$ cat config.mk
export PLATFORM = sky130hd
export DESIGN_NAME = conv_port_emu
export DESIGN_NICKNAME = d
export VERILOG_FILES = /design/src/rtl/conv_port_emu.sv
export SDC_FILE = /design/constraint.sdc
export NUM_CORES = 1
export LEC_CHECK = 0
export BUFFER_PORTS_ARGS = -buffer_cell sky130_fd_sc_hd__buf_2
export CAP_MARGIN = 15
export CORE_UTILIZATION = 30
export DETAILED_ROUTE_END_ITERATION = 6
export PLACE_DENSITY_LB_ADDON = 0.3
export SKIP_CTS_REPAIR_TIMING = 1
export SYNTH_ARGS = -nofsm -noshare
export SYNTH_HDL_FRONTEND = slang
export SYNTH_SLANG_ARGS = --single-unit
$ cat constraint.sdc
create_clock -name clk -period 7.3 [get_ports clk]
set_input_delay 1.46 -clock clk [delete_from_list [all_inputs] [get_ports clk]]
set_output_delay 1.46 -clock clk [all_outputs]
set_load 0.05 [all_outputs]
$ cat src/rtl/conv_port_emu.sv
module conv_port_emu #(
  parameter int RES      = 12,
  parameter int CONV_CYC = 8
) (
  input  logic           clk,
  input  logic           rst_n,
  input  logic           conv,
  input  logic           sck,
  input  logic           sdi,
  input  logic [RES:0]   ch0_lvl,
  input  logic [RES:0]   ch1_lvl,
  output logic           sdo,
  output logic           sdo_oe,
  output logic           sleep,
  output logic           early_err
);

  localparam int CW = $clog2(CONV_CYC + 1);

  logic           conv_q, sck_q;
  logic           busy;
  logic [CW-1:0]  cnt;
  logic [RES-1:0] pend, result, shreg, sample_code;
  logic           sgl, odd, stage;
  logic [1:0]     ncfg;
  logic [RES:0]   pos_l, neg_l;
  logic [RES+1:0] diff;

  wire conv_rise = conv & ~conv_q;
  wire conv_fall = ~conv & conv_q;
  wire sck_rise  = sck & ~sck_q;
  wire sck_fall  = ~sck & sck_q;
  wire finishing = busy && (cnt == '0);

  assign pos_l = odd ? ch1_lvl : ch0_lvl;
  assign neg_l = sgl ? '0 : (odd ? ch0_lvl : ch1_lvl);
  assign diff  = {1'b0, pos_l} - {1'b0, neg_l};

  always_comb begin
    if (diff[RES+1])  sample_code = '0;
    else if (diff[RES]) sample_code = '1;
    else              sample_code = diff[RES-1:0];
  end

  assign sdo = sdo_oe & shreg[RES-1];

  always_ff @(posedge clk) begin
    if (!rst_n) begin
      conv_q    <= 1'b0;
      sck_q     <= 1'b0;
      busy      <= 1'b0;
      cnt       <= '0;
      pend      <= '0;
      result    <= '0;
      shreg     <= '0;
      sgl       <= 1'b1;
      odd       <= 1'b0;
      stage     <= 1'b0;
      ncfg      <= 2'd0;
      sdo_oe    <= 1'b0;
      sleep     <= 1'b0;
      early_err <= 1'b0;
    end else begin
      conv_q <= conv;
      sck_q  <= sck;
      if (conv_rise) begin
        pend      <= sample_code;
        busy      <= 1'b1;
        cnt       <= CW'(CONV_CYC - 1);
        sdo_oe    <= 1'b0;
        sleep     <= 1'b0;
        early_err <= 1'b0;
      end else if (conv_fall) begin
        sdo_oe    <= 1'b1;
        sleep     <= 1'b0;
        busy      <= 1'b0;
        early_err <= busy & ~finishing;
        shreg     <= finishing ? pend : result;
        if (finishing) result <= pend;
        ncfg      <= 2'd0;
      end else begin
        if (busy) begin
          if (finishing) begin
            busy   <= 1'b0;
            result <= pend;
            sleep  <= 1'b1;
          end else begin
            cnt <= cnt - 1'b1;
          end
        end
        if (sdo_oe && sck_fall) shreg <= {shreg[RES-2:0], 1'b0};
        if (sdo_oe && sck_rise && ncfg != 2'd2) begin
          if (ncfg == 2'd0) begin
            stage <= sdi;
          end else begin
            sgl <= stage;
            odd <= sdi;
          end
          ncfg <= ncfg + 2'd1;
        end
      end
    end
  end

endmodule

==> metrics.yaml <==
setup_violations: 0
grt_use_total: 0.119
grt_pass1_vias: 2446
synth.yosys.seq_area_share: 0.319
cp_max_fo: 9
clock-sinks: 51
wl_met3_um: 148
rows: 37
area_growth_pct: 11.5
drive_above_1_share: 0.191
max-vdd-ir-drop_v: 0.0000661
worst_slew_pin_slew_ps: 801
grt_max_degree: 39
synth_top_area_frac: 0.319
fmax_mhz: 272
slew_violations: 0
ant_nets: 0
cp.required_ps: 7500
gp_congestion: 0.718
core_um2: 10300
synth_area_um2: 3200
initial_utilization: 0.310
drt-initial-drc-count: 69
synth_fp_nets: 425
dpl_cell_area_um2: 3480
rsz0062_at_grt: "false"
skew_ps: 8.37
whs_ps: 473
antenna_found_initial: 0
worst_setup_path_end_kind: "flop"
layout_setup_ws_ps: 3630
route.met2.wl_um: 2920
final_area_um2: 3570
postSynthAreaPerCell_um2: 8.55
cts_root_buf: "clkbuf_8"
yosysMostFrequentCell: "dfxtp_1"
synth-edff-count: 0
route.detailed.drc: 0
nets: 448
viasPerCell: 4.80
io_pins: 35
slew_headroom: 0.466
dp_worst_setup_slack_ps: 3280
dr.pass1.iters: 4
synth_cell_types: 48
synthArstFlopShare: 0
maxCapViolCount: 0
synthCells: 374
clockBufferDepth: 2
period_minus_slack_ps: 3670
numPortBuffers: 34
num_vias: 2562
num_antenna_cells: 0
ys.flop_type: "dfxtp_1"
clkTransAtPathRegs_ps: 90
finalHoldViolCount: 0
outcome: "finished, final reports clean"
die_y_um: 105
crit_type: "in2reg"
fin_tns_setup_ps: 0
fin_crit_sh: 0.503
cts_max_level: 2
min_path_type: "reg2reg"
fillCellCount: 1104
netlist_top_cells_area: "dfxtp_1 32%, mux2i_1 9.1%, ha_1 7.4%"
cp-start-kind: "input pin"
highest_layer: "met4"
dieArea_um2: 11100
cts_made_buffers: 5
synth_area_leader_cell: "dfxtp_1"
wl_um: 6260
grt-ovfl-total: 0
wl_met1_um: 3170
die_x_um: 105
yosysWarnings: 0
power_density_nw_per_um2: 161
synth-seq-cells: 51
crit_arrival_ps: 3870
synth_common_cells: "51 x dfxtp_1, 36 x nor2_1, 35 x nand2_1, 29 x mux2i_1, 23 x a21oi_1"
hpwl_um: 4640
grt_pass1_wl_um: 11000
clkLatencyLatePin_ps: 300
cts_tree: "done"
total_leakage_power_uw: 0.00139
wl_per_cell_um: 11.7
==> layout by cell type (no fill, tap or decap), drive strengths merged, types with 7 or more instances in the layout <==
| master | count |
|---|---|
| a211oi | 11 |
| and2 | 7 |
| buf | 37 |
| nor2 | 36 |
| dfxtp | 51 |
| mux2 | 12 |
| nor2b | 15 |
| ha | 19 |
| o21ai | 20 |
| o211a | 12 |
| nand2 | 35 |
| or2 | 12 |
| mux2i | 29 |
| inv | 12 |
| a21oi | 23 |
==> worst max-delay path: stages <==
cell and delay (ps):
buf_2 100, mux2i_1 160, ha_1 240, inv_1 70, fa_1 400, a21o_1 220, a221oi_2 380, o2111a_2 320
xnor2_2 150, nor4_2 290, o21ai_1 80
==> worst paths after layout <==
kind | startpoint | to | slack [ps] | cells after the start
hold reg to reg | pend[3] | pend[3] | 470 | 2
setup / recovery | ch1_lvl[0] | pend[7] | 3630 | 11
setup reg to reg | odd | pend[7] | 4120 | 11
hold / removal | pend[3] | pend[3] | 470 | 2
==> power by group <==
group	switching [uW]	internal [uW]	total, uW
combinational	59.9	48.4	108
sequential	9.65	294	304
clock	93.7	69.0	163
total	163	411	575
==> registers in the layout, indices dropped and copies added, names as in the netlist, 2 cells and up <==
signal / count
pend: 12
cnt: 4
result: 12
ncfg: 2
shreg: 12
==> routing by layer <==
| layer | global-route usage | vias up |
|---|---|---|
| met4 | 0.0241 | 0 |
| li1 | - | 1382 |
| met3 | 0.0223 | 2 |
| met5 | 0 | - |
| met2 | 0.207 | 32 |
| met1 | 0.152 | 1146 |
==> stage by stage <==
step | util | total power, uW | std cells
global route | 0.345 | 613 | 534
CTS | 0.345 | 583 | 534
finish | 0.345 | 575 | 534
global placement | 0.337 | 416 | 526
floorplan | - | 390 | 374
detailed placement | 0.337 | 420 | 526
==> final cells by class <==
type | count | area (um2) | area share
clock inverter | 2 | 16.3 | 0.00456
timing repair buffer | 37 | 193 | 0.0540
multi-input combinational | 291 | 2050 | 0.575
tap | 136 | 170 | 0.0477
sequential | 51 | 1020 | 0.286
clock buffer | 6 | 72.6 | 0.0204
inverter | 11 | 41.3 | 0.0116
==> cells by family after synthesis <==
family / share of synthesized area
XOR/XNOR: 0.0297
adder cells (fa/ha/maj): 0.0806
multiplexers: 0.133
buffers and inverters: 0.0395
AO/OA/AOI/OAI: 0.206
flip-flops: 0.319
AND/OR/NAND/NOR: 0.192
Note: power is estimated with default switching activity, not from simulation.
